$ cat config.mk
export PLATFORM = sky130hd
export DESIGN_NAME = addr_pair_watch
export DESIGN_NICKNAME = d
export VERILOG_FILES = /design/src/rtl/awatch_pkg.sv /design/src/rtl/awatch_ctl.sv /design/src/rtl/awatch_cmpregs.sv /design/src/rtl/awatch_flt.sv /design/src/rtl/awatch_match.sv /design/src/rtl/addr_pair_watch.sv
export SDC_FILE = /design/constraint.sdc
export NUM_CORES = 1
export LEC_CHECK = 0
export BUFFER_PORTS_ARGS = -buffer_cell sky130_fd_sc_hd__buf_2
export CORE_MARGIN = 1.5
export CORE_UTILIZATION = 50
export DETAILED_ROUTE_END_ITERATION = 6
export HOLD_SLACK_MARGIN = 0.1
export PLACE_DENSITY = 0.72
export REMOVE_ABC_BUFFERS = 1
export SYNTH_ARGS = -nofsm -noshare
export SYNTH_HDL_FRONTEND = slang
export SYNTH_HIERARCHICAL = 1
export SYNTH_SLANG_ARGS = --single-unit
$ cat constraint.sdc
create_clock -name clk -period 4.99 [get_ports clk]
set_input_delay 0.499 -clock clk [delete_from_list [all_inputs] [get_ports clk]]
set_output_delay 0.499 -clock clk [all_outputs]
set_load 0.03 [all_outputs]
$ cat src/rtl/awatch_pkg.sv
package awatch_pkg;
   typedef enum logic [1:0] {
      PM_EXACT    = 2'b00,
      PM_MASKED   = 2'b01,
      PM_INRANGE  = 2'b10,
      PM_OUTRANGE = 2'b11
   } pair_mode_e;

   // filter encodings shared by privilege and space fields
   localparam logic [1:0] FLT_ANY   = 2'b00;
   localparam logic [1:0] FLT_NEVER = 2'b01;
   localparam logic [1:0] FLT_LOW   = 2'b10;
   localparam logic [1:0] FLT_HIGH  = 2'b11;

   typedef struct packed {
      logic [1:0] priv;
      logic [1:0] space;
   } cmp_flt_t;

   // live control bits occupy the top of the word
   localparam int LIVE_W = 10;
endpackage

$ cat src/rtl/awatch_ctl.sv
module awatch_ctl
   import awatch_pkg::*;
#(
   parameter int CTL_W = 16
) (
   input  logic             clk,
   input  logic             rst_por_n,
   input  logic             rst_cpu_n,
   input  logic             dbg_own,
   input  logic [CTL_W-1:0] own_mask,
   input  logic             we,
   input  logic [CTL_W-1:0] wdata,
   output logic [CTL_W-1:0] q
);
   localparam logic [CTL_W-1:0] LIVE_MASK =
      {{LIVE_W{1'b1}}, {(CTL_W-LIVE_W){1'b0}}};

   always_ff @(posedge clk or negedge rst_por_n) begin
      if (!rst_por_n) begin
         q <= '0;
      end else if (!rst_cpu_n) begin
         if (dbg_own) q <= q & ~own_mask;
         else         q <= '0;
      end else if (we) begin
         q <= wdata & LIVE_MASK;
      end
   end
endmodule

$ cat src/rtl/awatch_cmpregs.sv
module awatch_cmpregs #(
   parameter int ADDR_W = 32,
   parameter int N_CMP  = 2
) (
   input  logic              clk,
   input  logic              rst_por_n,
   input  logic              we,
   input  logic              sel,
   input  logic [ADDR_W-1:0] wdata,
   output logic [ADDR_W-1:0] val [N_CMP]
);
   localparam int SEL_W = (N_CMP > 1) ? $clog2(N_CMP) : 1;

   for (genvar i = 0; i < N_CMP; i++) begin : g_reg
      always_ff @(posedge clk or negedge rst_por_n) begin
         if (!rst_por_n)
            val[i] <= '0;
         else if (we && (SEL_W'(sel) == SEL_W'(i)))
            val[i] <= wdata;
      end
   end
endmodule

$ cat src/rtl/awatch_flt.sv
module awatch_flt
   import awatch_pkg::*;
(
   input  cmp_flt_t flt,
   input  logic     pr,
   input  logic     is_bit,
   output logic     ok
);
   logic priv_ok, space_ok;

   always_comb begin
      unique case (flt.priv)
         FLT_ANY:   priv_ok = 1'b1;
         FLT_NEVER: priv_ok = 1'b0;
         FLT_LOW:   priv_ok = !pr;
         default:   priv_ok = pr;
      endcase
      unique case (flt.space)
         FLT_ANY:   space_ok = 1'b1;
         FLT_NEVER: space_ok = 1'b0;
         FLT_LOW:   space_ok = !is_bit;
         default:   space_ok = is_bit;
      endcase
      ok = priv_ok && space_ok;
   end
endmodule

$ cat src/rtl/awatch_match.sv
module awatch_match
   import awatch_pkg::*;
#(
   parameter int ADDR_W = 32
) (
   input  pair_mode_e        mode,
   input  logic [ADDR_W-1:0] addr,
   input  logic [ADDR_W-1:0] c1,
   input  logic [ADDR_W-1:0] c2,
   output logic              m1,
   output logic              m2
);
   logic eq1, eq2, msk, ge1, lt2;

   always_comb begin
      eq1 = (addr == c1);
      eq2 = (addr == c2);
      msk = (((addr ^ c1) & c2) == '0);
      ge1 = (addr >= c1);
      lt2 = (addr < c2);
      m2  = 1'b0;
      unique case (mode)
         PM_EXACT: begin
            m1 = eq1;
            m2 = eq2;
         end
         PM_MASKED:  m1 = msk;
         PM_INRANGE: m1 = ge1 && lt2;
         default:    m1 = !ge1 || !lt2;
      endcase
   end
endmodule

$ cat src/rtl/addr_pair_watch.sv
module addr_pair_watch
   import awatch_pkg::*;
#(
   parameter int ADDR_W = 32,
   parameter int CTL_W  = 16
) (
   input  logic              clk,
   input  logic              rst_por_n,
   input  logic              rst_cpu_n,
   input  logic              dbg_own,
   input  logic [CTL_W-1:0]  own_mask,
   input  logic              ctl_we,
   input  logic [CTL_W-1:0]  ctl_wdata,
   output logic [CTL_W-1:0]  ctl_rdata,
   input  logic              cmp_we,
   input  logic              cmp_sel,
   input  logic [ADDR_W-1:0] cmp_wdata,
   input  logic              fetch_vld,
   input  logic [ADDR_W-1:0] fetch_addr,
   input  logic              fetch_pr,
   input  logic              fetch_is,
   output logic              hit_a,
   output logic              hit_b
);
   localparam int N_CMP    = 2;
   localparam int FLT_W    = $bits(cmp_flt_t);
   localparam int MODE_TOP = CTL_W - 1 - N_CMP * FLT_W;

   if (CTL_W <= LIVE_W) begin : g_bad_ctl
      $error("CTL_W must exceed the live control width");
   end
   if (ADDR_W < 2) begin : g_bad_addr
      $error("ADDR_W must be at least 2");
   end

   logic [CTL_W-1:0]  ctl_q;
   logic [ADDR_W-1:0] cmp_val [N_CMP];
   logic [ADDR_W-1:0] cmp1_q, cmp2_q;
   logic [N_CMP-1:0]  flt_ok;
   logic [N_CMP-1:0]  raw_m;
   logic [N_CMP-1:0]  hit_q;
   pair_mode_e        mode;

   awatch_ctl #(.CTL_W(CTL_W)) u_ctl (
      .clk       (clk),
      .rst_por_n (rst_por_n),
      .rst_cpu_n (rst_cpu_n),
      .dbg_own   (dbg_own),
      .own_mask  (own_mask),
      .we        (ctl_we),
      .wdata     (ctl_wdata),
      .q         (ctl_q)
   );

   awatch_cmpregs #(.ADDR_W(ADDR_W), .N_CMP(N_CMP)) u_regs (
      .clk       (clk),
      .rst_por_n (rst_por_n),
      .we        (cmp_we),
      .sel       (cmp_sel),
      .wdata     (cmp_wdata),
      .val       (cmp_val)
   );

   assign cmp1_q = cmp_val[0];
   assign cmp2_q = cmp_val[1];
   assign mode   = pair_mode_e'(ctl_q[MODE_TOP -: 2]);

   for (genvar i = 0; i < N_CMP; i++) begin : g_flt
      cmp_flt_t fld;
      assign fld = cmp_flt_t'(ctl_q[CTL_W-1-i*FLT_W -: FLT_W]);
      awatch_flt u_flt (
         .flt    (fld),
         .pr     (fetch_pr),
         .is_bit (fetch_is),
         .ok     (flt_ok[i])
      );
   end

   awatch_match #(.ADDR_W(ADDR_W)) u_match (
      .mode (mode),
      .addr (fetch_addr),
      .c1   (cmp1_q),
      .c2   (cmp2_q),
      .m1   (raw_m[0]),
      .m2   (raw_m[1])
   );

   for (genvar i = 0; i < N_CMP; i++) begin : g_hit
      always_ff @(posedge clk or negedge rst_por_n) begin
         if (!rst_por_n) hit_q[i] <= 1'b0;
         else            hit_q[i] <= fetch_vld && raw_m[i] && flt_ok[i];
      end
   end

   assign hit_a     = hit_q[0];
   assign hit_b     = hit_q[1];
   assign ctl_rdata = ctl_q;
endmodule

# ---- Word-level counts from Yosys, hierarchy flattened
# Index checks and enable logic that the tools add are counted.
dict set report word_totals {
  ff_bits 82
  output_inout_bits 18
  word_cells 54
}
dict set report op_classes {
  n_lt_le_gt_ge 2
  n_eq_ne 13
  n_mux 9
  bitwise 5
  reduce_logical 20
}
# op n
set op_table {}
lappend op_table {{$eq A32 B32 Y1} 2}
lappend op_table {{$mux W16} 3}
lappend op_table {{$and A32 B32 Y32} 1}
lappend op_table {{$ge A32 B32 Y1} 1}
lappend op_table {{$logic_not A32 Y1} 1}
lappend op_table {{$lt A32 B32 Y1} 1}
lappend op_table {{$xor A32 B32 Y32} 1}
lappend op_table {{$and A16 B16 Y16} 1}
lappend op_table {{$not A16 Y16} 1}
lappend op_table {{$pmux W1 S3} 5}
lappend op_table {{$eq A2 B1 Y1 const B} 5}
lappend op_table {{$eq A2 B2 Y1 const B} 5}
lappend op_table {{$logic_not A2 Y1} 5}
lappend op_table {{$logic_and A1 B1 Y1} 9}
lappend op_table {{$logic_not A1 Y1} 4}
lappend op_table {{$ne A2 B1 Y1 const B} 1}
lappend op_table {{$logic_or A1 B1 Y1} 1}
lappend op_table {{$mux W1} 1}
lappend op_table {{$not A1 Y1} 1}

# ---- Logic depth before layout (Yosys ltp)
# Gate-level depths: netlist (run 1).
dict set report depth {
  ltp_word 6
  ltp_mapped 9
  ltp_nobuf 9
}

# ---- Hierarchy
# The synthesis (run 1) kept the hierarchy.
# mod n_inst cells_each area_each_um2 seq_area_each_um2
set by_module_without_submodules {}
lappend by_module_without_submodules {awatch_cmpregs 1 137 2426.1 1601.5}
lappend by_module_without_submodules {awatch_match 1 272 1909.3 0.0}
lappend by_module_without_submodules {awatch_ctl 1 65 767.0 400.4}
lappend by_module_without_submodules {addr_pair_watch 1 4 62.6 50.0}
lappend by_module_without_submodules {awatch_flt 2 5 31.3 0.0}

# ---- Worst setup path before layout (run 1)
# OpenSTA, ideal clock, no wires.
dict set report synth_timing {
  kind {input to register}
  from {in fetch_addr[17]}
  to {reg hit_q[0], in the netlist hit_a}
  arrival_time_ns 2.194
  required_ns 4.870
  path_slack_ns 2.676
  path_stages 8
  cell_sequence {ha_1 > a21oi_2 > o21ai_1 > a221o_1 > a2111oi_1 > nand3_1 > and3_1 > and3_1}
}
dict set report synth_between {
  elab_chain_len 6
  word_cells_on_any_way 13
}
# item line_no
set synth_lines {}
lappend synth_lines {{start: declaration} addr_pair_watch.sv:19} ;# input logic [ADDR_W-1:0] fetch_addr,
lappend synth_lines {{$ge A32 B32 Y1, or another cell as far along} awatch_match.sv:19} ;# ge1 = (addr >= c1);
lappend synth_lines {{$logic_not A1 Y1 or $and A32 B32 Y32 (tied branches)} {awatch_match.sv:29, awatch_match.sv:18}}
lappend synth_lines {{$logic_or A1 B1 Y1 or $logic_not A32 Y1 (tied branches)} {awatch_match.sv:29, awatch_match.sv:18}}
lappend synth_lines {{$pmux W1 S3 (*)} awatch_match.sv:22} ;# unique case (mode)
lappend synth_lines {{net raw_m[0]} addr_pair_watch.sv:40} ;# logic [N_CMP-1:0] raw_m;
lappend synth_lines {{$logic_and A1 B1 Y1 (*) (2 in series)} addr_pair_watch.sv:91} ;# else hit_q[i] <= fetch_vld && raw_m[i] && flt_ok[i];
lappend synth_lines {{end signal: indexed assignment} addr_pair_watch.sv:91}
lappend synth_lines {{end: declaration} addr_pair_watch.sv:41} ;# logic [N_CMP-1:0] hit_q;
# The timed path passes the listed nets; every way through them passes the cells marked *.
# A chain may end at the register's enable or synchronous reset.

# ---- Worst setup path in the final report (run 1)
dict set report layout_timing {
  from {reg u_regs/val[49] in the netlist's numbering}
  to {reg hit_q[0], in the netlist hit_a}
}
dict set report layout_between {
  elab_chain_len 6
  word_cells_on_any_way 11
}
# item line_no
set layout_lines {}
lappend layout_lines {{start: declaration} awatch_cmpregs.sv:10} ;# output logic [ADDR_W-1:0] val [N_CMP]
lappend layout_lines {{start signal: indexed assignment} awatch_cmpregs.sv:19} ;# val[i] <= wdata;
lappend layout_lines {{$ge A32 B32 Y1 or $xor A32 B32 Y32 (tied branches)} {awatch_match.sv:19, awatch_match.sv:18}}
lappend layout_lines {{$logic_not A1 Y1 or $and A32 B32 Y32 (tied branches)} {awatch_match.sv:29, awatch_match.sv:18}}
lappend layout_lines {{$logic_or A1 B1 Y1 or $logic_not A32 Y1 (tied branches)} {awatch_match.sv:29, awatch_match.sv:18}}
lappend layout_lines {{$pmux W1 S3 (*)} awatch_match.sv:22}
lappend layout_lines {{net raw_m[0]} addr_pair_watch.sv:40}
lappend layout_lines {{$logic_and A1 B1 Y1 (*) (2 in series)} addr_pair_watch.sv:91}
# Marked as above.

==> impl_metrics.toml, run 1 <==
[finish]
fill_cells = 875
num-nets-final = 776
drive_gt1_share_pct = 33.9
syn2layout_area_growth_pct = 17.4
fin_area_um2 = 6140
antennaDiodeCount = 0

[place]
place_hpwl_mm = 9.68
pre_cts_ws_ps = 2200
io_buffer_count = 117
gp_congestion = 0.903
placed_area_um2 = 5910

[clock_network]
clock-sinks = 82
clock_path_buffers = 2
cts_buffers = 9
clk_latency_ps = 350
cts_tree = "done"
cts-root-buf = "clkbuf_8"
ctsHoldBuffers = 0
ctsResizeCount = 0
post_cts_buffers = 0
clk_pin_slew_ps = 80
htreeDepth = 3

[worst_hold_path]
hold_class = "input port to async pin"

[worst_setup_path]
required_ps = 5240
worstPathMaxFanout = 3
slowest_stage = "a2111oi_1"
cp_top_family = "compound AO/OA/AOI/OAI gates"
start_kind = "flop"
r2r_setup_slack_ps = 2400
critPathKind = "flop to flop"
max_stage_delay_ps = 550
end_kind = "flop"
path_common_cell = "and3_1"
path_buf_inv = 1
timing.rr.start = "u_regs/val[49]$_DFFE_PN0P_"
reg2reg_depth = 9
arrival_ps = 2830
worstReg2RegEnd = "hit_a$_DFF_PN0_"
worstPathCellList = "inv_1 -> ha_1 -> a21oi_2 -> o21ai_1 -> a221o_1 -> a2111oi_1 -> nand3_1 -> and3_1 -> and3_1"

[timing]
fmax_ghz = 0.386
report.final.slew_viol_count = 0
period_minus_slack_ps = 2590
final.setup.tns_ps = 0
finalHoldViolCount = 0
holdWs_ps = 314
worst_pin_slew_ps = 1090
rsz0062_at_grt = "no"
finalSetupViolations = 0
fin_skew_ps = 6.13
fin_ws_ps = 2400
min_period_over_period_pct = 51.9
maxSlewHeadroom_pct = 26.9

[synth]
synthArstFlopShare_pct = 100
synth_cell_types = 54
postSynthAreaPerCell_um2 = 10.7
synth_seq_cells = 82
synth_edf_count = 0
ys_seq_area_share_pct = 39.3
syn_area_um2 = 5230
synthCells = 488
synth_warnings = 6
synth-main-ff-cell = "dfrtp_1"

[detailed_routing]
wl_mm = 12.4
wl_met1_mm = 5.42
dr.pass1.iters = 5
dr_wl_met2_mm = 5.93
drt_iter0_drc = 214
met3_length_um = 682
final_antenna_net_count = 0
drc = 0
viasPerCell = 5.55
wire_per_inst_um = 16.6
vias = 4149
highest_layer = "met4"

[floorplan]
die_x_um = 105
core_area_um2 = 10200
start_util_pct = 51.1
rows = 37
io_pins = 124
fp.dieH_um = 105
die_area_um2 = 11100

[global_route]
grt_max_degree = 83
first_global_vias = 4271
overflow = 0
antenna_found_initial = 0
track_usage_pct = 23.4
grt_pass1_wl_mm = 20.4

[power]
powerDensity_nw_per_um2 = 308
p_leak_nw = 3.14
ir_drop_v = 0.000213

[flow_run]
max-cap-violations = 0

[run_status]
outcome = "completed"
[routing by layer]
layer  vias up  global-route usage [%]
li1       1985                       -
met2       148                    39.0
met4         0                    8.22
met1      1978                    30.5
met3        38                    4.39
met5         -                       0
[power by group]
group          internal (mW)  leakage, nW  switching [mW]
Clock                  0.296        0.112           0.243
Combinational          0.260         2.04           0.290
Sequential             0.747        0.994          0.0556
Total                   1.30         3.14           0.589
[cell usage after synthesis, types with 2 or more instances]
master	instances	area (µm²)
o2111a_1	4	45.0
and4_1	2	17.5
o32ai_1	8	70.1
mux2_4	9	135
mux2_2	56	631
nor3_1	2	10.0
o21ai_0	7	35.0
mux2i_1	8	80.1
a221oi_1	2	17.5
nand2_1	19	71.3
nor3b_1	6	45.0
nor2_1	8	30.0
inv_1	75	282
nand4_1	16	100
and3_1	7	43.8
buf_6	4	45.0
nand3_1	7	35.0
o21ai_1	2	10.0
nor2b_1	3	18.8
ha_1	64	801
o22ai_1	3	18.8
a21oi_1	30	150
dfrtp_1	82	2050
a221o_1	2	20.0
nor4_1	3	18.8
o21a_1	7	52.6
buf_2	5	25.0
nand2b_1	19	119
o22a_1	2	17.5
a21o_1	2	15.0
[worst reg2reg max path, cell delays in order (launching register included)]
cell	delay, ps
dfrtp_1	360
inv_1	50
ha_1	330
a21oi_2	160
o21ai_1	90
a221o_1	400
a2111oi_1	550
nand3_1	170
and3_1	230
and3_1	160
[cells in the final DEF (no fill, tap or decap), types with 7 or more instances in the layout]
cell type	instances
and3_1	7
buf_2	116
mux2_2	56
o32ai_1	8
o21a_1	7
ha_1	64
nand3_1	7
nand2b_1	19
clkbuf_8	10
nand2_1	19
mux2i_1	8
nor2_1	8
dfrtp_1	82
mux2_4	9
o21ai_0	7
a21oi_1	30
inv_1	75
nand4_1	16
[cell type report]
cell class	instances	area (µm²)	area share (%)
Timing Repair Buffer	118	596	9.70
Multi-Input combinational cell	318	2800	45.7
Tap cell	136	170	2.77
Clock buffer	10	138	2.24
Clock inverter	6	90.1	1.47
Inverter	77	290	4.73
Sequential cell	82	2050	33.4
[flip-flops by register name, indices dropped and copies added, names as in the netlist]
| register | cells |
|---|---|
| hit_b | 1 |
| u_ctl/q | 16 |
| u_regs/val | 64 |
| hit_a | 1 |
[metrics by stage]
step / instances / utilization [%] / power (mW)
after global routing: 747 / 60.0 / 2.01
final: 747 / 60.0 / 1.89
after detailed placement: 731 / 57.8 / 1.36
after CTS: 747 / 60.0 / 1.90
after floorplan: 477 / - / 1.17
after global placement: 731 / 57.8 / 1.33
[how the worst max path moves through the flow]
| stage | start | end | slack [ps] | depth (start not counted) |
|---|---|---|---|---|
| 2_1_floorplan | cmp_sel | u_regs/val[32]$_DFFE_PN0P_ | 2280 | 2 |
| 3_3_place_gp | fetch_addr[17] | hit_a$_DFF_PN0_ | 2240 | 9 |
| 3_5_place_dp | fetch_addr[17] | hit_a$_DFF_PN0_ | 2200 | 9 |
| 4_1_cts | u_regs/val[49]$_DFFE_PN0P_ | hit_a$_DFF_PN0_ | 2440 | 9 |
| 5_1_grt | u_regs/val[51]$_DFFE_PN0P_ | hit_a$_DFF_PN0_ | 2360 | 9 |
| 6_report | u_regs/val[49]$_DFFE_PN0P_ | hit_a$_DFF_PN0_ | 2400 | 9 |
[cells by family after synthesis]
| kind of cell | share of synthesized area, % |
|---|---|
| simple gates | 10.5 |
| buf+inv | 7.25 |
| compound gates | 11.5 |
| flops | 39.3 |
| mux | 16.2 |
| fa+ha+maj | 15.3 |
No activity file was read; power rests on OpenSTA's default activity.
==> inputs of run 2 (changes only) <==
CORE_UTILIZATION = 49   (was 50)
PLACE_DENSITY = 0.74   (was 0.72)
clock period = 2.2 ns   (was 4.99 ns; I/O delays follow)
==> run 2 against run 1 <==
The run now ends with negative setup slack left. Power grew 140%. Worst hold slack got worse by 200 ps. Non-clock buffer count up 80.
==> impl_metrics.toml, run 2 (synthesis results as in run 1) <==
[global_route]
grt_pass1_wl_mm = 22.6
grt_use_met1_pct = 31.6
grt_max_degree = 46
overflow = 0
track_usage_pct = 25.6
antenna_found_initial = 0
first_global_vias = 4707
grt_use_met2_pct = 45.0
top_usage_layer = "met2"
grt_use_met3_pct = 4.60

[place]
gp_congestion = 0.917
dp_cells = 780
place_hpwl_mm = 10.5
io_buffer_count = 117

[finish]
max_flop_register = "u_regs/val"
final_common_cell = "buf_2"
syn2layout_area_growth_pct = 33.4
reg_top3 = "u_regs/val: 64 flops, u_ctl/q: 16 flops"
num-nets-final = 856
drive_gt1_share_pct = 40.0
layout_common_cells = "buf_2, dfrtp_1, inv_1"
fill_cells = 793
fin_cells = 826
antennaDiodeCount = 0
largest_reg_flops = 64
final_util_pct = 67.6

[worst_setup_path]
critPathKind = "flop to flop"
max_stage_delay_ps = 360
path_common_cell = "and3_1"
arrival_ps = 2550
end_kind = "flop"
start_kind = "flop"
worstPathMaxFanout = 3
required_ps = 2450
slowest_stage = "dfrtp_1"
worstPathCellList = "inv_1 -> ha_1 -> buf_4 -> nand4_1 -> nor2_1 -> nand2_1 -> a41o_1 -> a221o_1 -> and3_1 -> and3_1"

[floorplan]
rows = 37
core_area_um2 = 10300
die_area_um2 = 11300
start_util_pct = 50.6
io_pins = 124
die_x_um = 106
fp.dieH_um = 106

[run_status]
violations = "negative setup slack"
outcome = "finished with violations"

[power]
powerDensity_nw_per_um2 = 653
p_leak_nw = 3.51
ir_drop_v = 0.000576

[detailed_routing]
wire_per_inst_um = 16.6
wl_mm = 13.7
final_antenna_net_count = 0
vias = 4480
drc = 0
viasPerCell = 5.42
drt_iter0_drc = 187
dr.pass1.iters = 4

[clock_network]
clk_pin_slew_ps = 90
clock_path_buffers = 2
cts_buffers = 9
clk_latency_ps = 360
clock-sinks = 82
cts_tree = "done"
htreeDepth = 3
cts-root-buf = "clkbuf_8"

[timing]
fin_skew_ps = 6.06
period_minus_slack_ps = 2290
rsz0062_at_grt = "yes"
report.final.slew_viol_count = 0
min_period_over_period_pct = 104
worst_pin_slew_ps = 571
maxSlewHeadroom_pct = 61.9
fmax_ghz = 0.436
holdWs_ps = 112
finalHoldViolCount = 0
fin_ws_ps = -91.9
finalSetupViolations = 1

[flow_run]
max-cap-violations = 0

[worst_hold_path]
hold_class = "input port to flop"
-- run 2: area by class of cell --
type                       instances  area (µm²)  share of cell area, %
timing repair buffer             198        1280                   18.4
inverter                          77         290                   4.16
clock inverter                     4        76.3                   1.09
multi-input combinational        318        2960                   42.5
sequential                        82        2050                   29.4
clock buffer                      11         141                   2.03
tap                              136         170                   2.44
-- run 2: power by group --
group | internal [mW] | total (mW) | leakage [nW] | switching, mW
logic | 0.787 | 1.54 | 2.41 | 0.750
registers | 1.69 | 1.82 | 0.994 | 0.121
clock network | 0.666 | 1.20 | 0.106 | 0.533
total | 3.15 | 4.55 | 3.51 | 1.40
-- run 2: routing by layer --
metal	share of wire, %	up-vias	routed length (µm)
li1	-	2151	-
met1	43	2184	5940
met2	50	117	6780
met3	4.5	28	617
met4	2.5	0	340
met5	0	-	0
-- run 2: critical path, delay by kind of cell, from the launching register on --
| family | cells | cell delay (ps) |
|---|---|---|
| simple gates | 5 | 860 |
| compound gates | 2 | 530 |
| flops | 1 | 360 |
| fa+ha+maj | 1 | 280 |
| buf+inv | 2 | 160 |
-- run 2: worst paths after layout --
kind	startpoint	endpoint	slack, ps	depth (start not counted)
worst max-delay path	u_regs/val[63]$_DFFE_PN0P_	hit_a$_DFF_PN0_	-90	10
worst min-delay path	cmp_wdata[19]	u_regs/val[19]$_DFFE_PN0P_	110	2
worst max register to register	u_regs/val[63]$_DFFE_PN0P_	hit_a$_DFF_PN0_	-90	10
worst min register to register	u_ctl/q[2]$_DFFE_PN0P_	u_ctl/q[2]$_DFFE_PN0P_	480	1
max in group asynchronous	rst_por_n	u_regs/val[52]$_DFFE_PN0P_	1200	3
min in group asynchronous	rst_por_n	u_ctl/q[2]$_DFFE_PN0P_	370	2
-- run 2: repair_timing --
item | CTS | global route
hold endpoints to repair | 74 | 0
pin swaps | 10 | 9
resized for setup | 17 | 4
setup buffers | 1 | 3
setup endpoints to repair | 1 | 1
hold buffers | 29 | 0
-- run 2: metrics by stage --
| step | instance area, µm² | setup slack (ps) | TNS, ps | power (mW) |
|---|---|---|---|---|
| finish | 6980 | -91.9 | -91.9 | 4.55 |
| global route | 6980 | -212 | -212 | 4.83 |
| CTS | 6920 | -65.5 | -65.5 | 4.55 |
| detailed placement | 6290 | -195 | -195 | 3.24 |
| global placement | 6290 | -173 | -173 | 3.18 |
| floorplan | 5140 | -231 | -6650 | 2.64 |
==> inputs of run 3 (changes only) <==
PLACE_DENSITY = default   (was 0.74)
PLACE_DENSITY_LB_ADDON = 0.15   (was default)
==> run 3 against run 2 <==
The flow still finishes with violations (negative setup slack). Register-to-register slack improved by 20 ps. Critical path depth stayed put. Setup slack improved by 20 ps. Sequential power about the same. Clock-buffer cell count unchanged. Cell count shrank 0.61%. Global-route usage fell by 0.67 points. Routed wire length is 2.6% lower. Sequential share of layout area is 0.19 points higher. Sequential cell count unchanged. Combinational power about the same. Worst hold slack worse by 6.1 ps. Largest cell class unchanged. Highest routed layer unchanged.
==> impl_metrics.toml, run 3 (synthesis results as in run 1) <==
[run_status]
outcome = "finished with violations"
violations = "negative setup slack"

[timing]
holdWs_ps = 106
report.final.slew_viol_count = 0
period_minus_slack_ps = 2270
min_period_over_period_pct = 103
fin_ws_ps = -72.2
finalSetupViolations = 1
maxSlewHeadroom_pct = 64.9
finalHoldViolCount = 0
rsz0062_at_grt = "yes"
worst_pin_slew_ps = 526
fmax_ghz = 0.440
fin_skew_ps = 6.49

[global_route]
grt_max_degree = 44
antenna_found_initial = 0
track_usage_pct = 24.9
overflow = 0
first_global_vias = 4522
grt_pass1_wl_mm = 21.8

[finish]
final_common_cell = "buf_2"
reg_top3 = "u_regs/val: 64 flops, u_ctl/q: 16 flops"
drive_gt1_share_pct = 40.0
max_flop_register = "u_regs/val"
final_util_pct = 67.1
antennaDiodeCount = 0
fin_cells = 821
syn2layout_area_growth_pct = 32.6
num-nets-final = 852
layout_common_cells = "buf_2, dfrtp_1, inv_1"
largest_reg_flops = 64

[floorplan]
die_x_um = 106
start_util_pct = 50.6
die_area_um2 = 11300
rows = 37
core_area_um2 = 10300
io_pins = 124
fp.dieH_um = 106

[detailed_routing]
drt_iter0_drc = 202
wire_per_inst_um = 16.2
drc = 0
wl_mm = 13.3
final_antenna_net_count = 0
vias = 4469
viasPerCell = 5.44
dr.pass1.iters = 4

[clock_network]
cts_buffers = 9
clock-sinks = 82
clk_pin_slew_ps = 80
cts-root-buf = "clkbuf_8"
clock_path_buffers = 2
cts_tree = "done"
clk_latency_ps = 360
htreeDepth = 3

[worst_setup_path]
max_stage_delay_ps = 380
end_kind = "flop"
path_buf_inv = 2
worstPathCellList = "clkinv_2 -> ha_1 -> a21oi_1 -> o21ai_1 -> a221oi_2 -> buf_4 -> nand4_1 -> a221o_1 -> and3_4 -> and3_1"
required_ps = 2450
arrival_ps = 2520
cp_top_family = "compound AO/OA/AOI/OAI gates"
worstPathMaxFanout = 2
critPathKind = "flop to flop"
start_kind = "flop"
slowest_stage = "dfrtp_1"

[place]
io_buffer_count = 117
gp_congestion = 0.918
dp_cells = 776
pre_cts_ws_ps = -196
place_hpwl_mm = 10.3

[power]
powerDensity_nw_per_um2 = 653
p_leak_nw = 3.50
total_power_mw = 4.52
ir_drop_v = 0.000412

[flow_run]
max-cap-violations = 0

[worst_hold_path]
hold_class = "input port to flop"
run 3: cell type report:
type,instances,area [µm²]
multi-input combinational,318,2960
timing repair buffer,194,1250
clock buffer,11,141
clock inverter,3,65.1
tap,136,170
fill,842,3390
sequential,82,2050
inverter,77,290
run 3: path summary, 6_finish.rpt:
| kind | from | endpoint | slack, ps | cells past startpoint |
|---|---|---|---|---|
| setup reg to reg | u_regs/val[25]$_DFFE_PN0P_ | hit_a$_DFF_PN0_ | -70 | 10 |
| setup / recovery | u_regs/val[25]$_DFFE_PN0P_ | hit_a$_DFF_PN0_ | -70 | 10 |
| min in group asynchronous | rst_por_n | u_ctl/q[14]$_DFFE_PN0P_ | 390 | 2 |
| hold reg to reg | u_ctl/q[3]$_DFFE_PN0P_ | u_ctl/q[3]$_DFFE_PN0P_ | 490 | 1 |
| hold / removal | cmp_wdata[29] | u_regs/val[29]$_DFFE_PN0P_ | 110 | 2 |
| max in group asynchronous | rst_por_n | u_regs/val[8]$_DFFE_PN0P_ | 1180 | 3 |
run 3: timing repair:
item,4_1_cts,5_1_grt
hold endpoints to repair,59,11
buffers inserted,2,1
cloned,0,0
pin swaps,12,11
hold buffers,19,9
setup endpoints to repair,1,1
gates resized for setup,14,12
run 3: where the power goes:
part           internal [mW]  switching, mW
Sequential              1.69          0.118
Clock                  0.656          0.517
Combinational          0.792          0.745
run 3: per-stage QoR:
stage	TNS, ps	area [µm²]
finish	-72.2	6930
global route	-212	6930
CTS	-119	6770
detailed placement	-196	6260
global placement	-142	6260
floorplan	-6650	5140
run 3: metal layers:
metal	share of wire [%]	global-route usage [%]	vias up
met1	44	32.5	2180
met3	5.8	5.46	16
met4	1.5	7.05	0
met5	0	0	-
met2	49	41.6	138
li1	-	-	2135
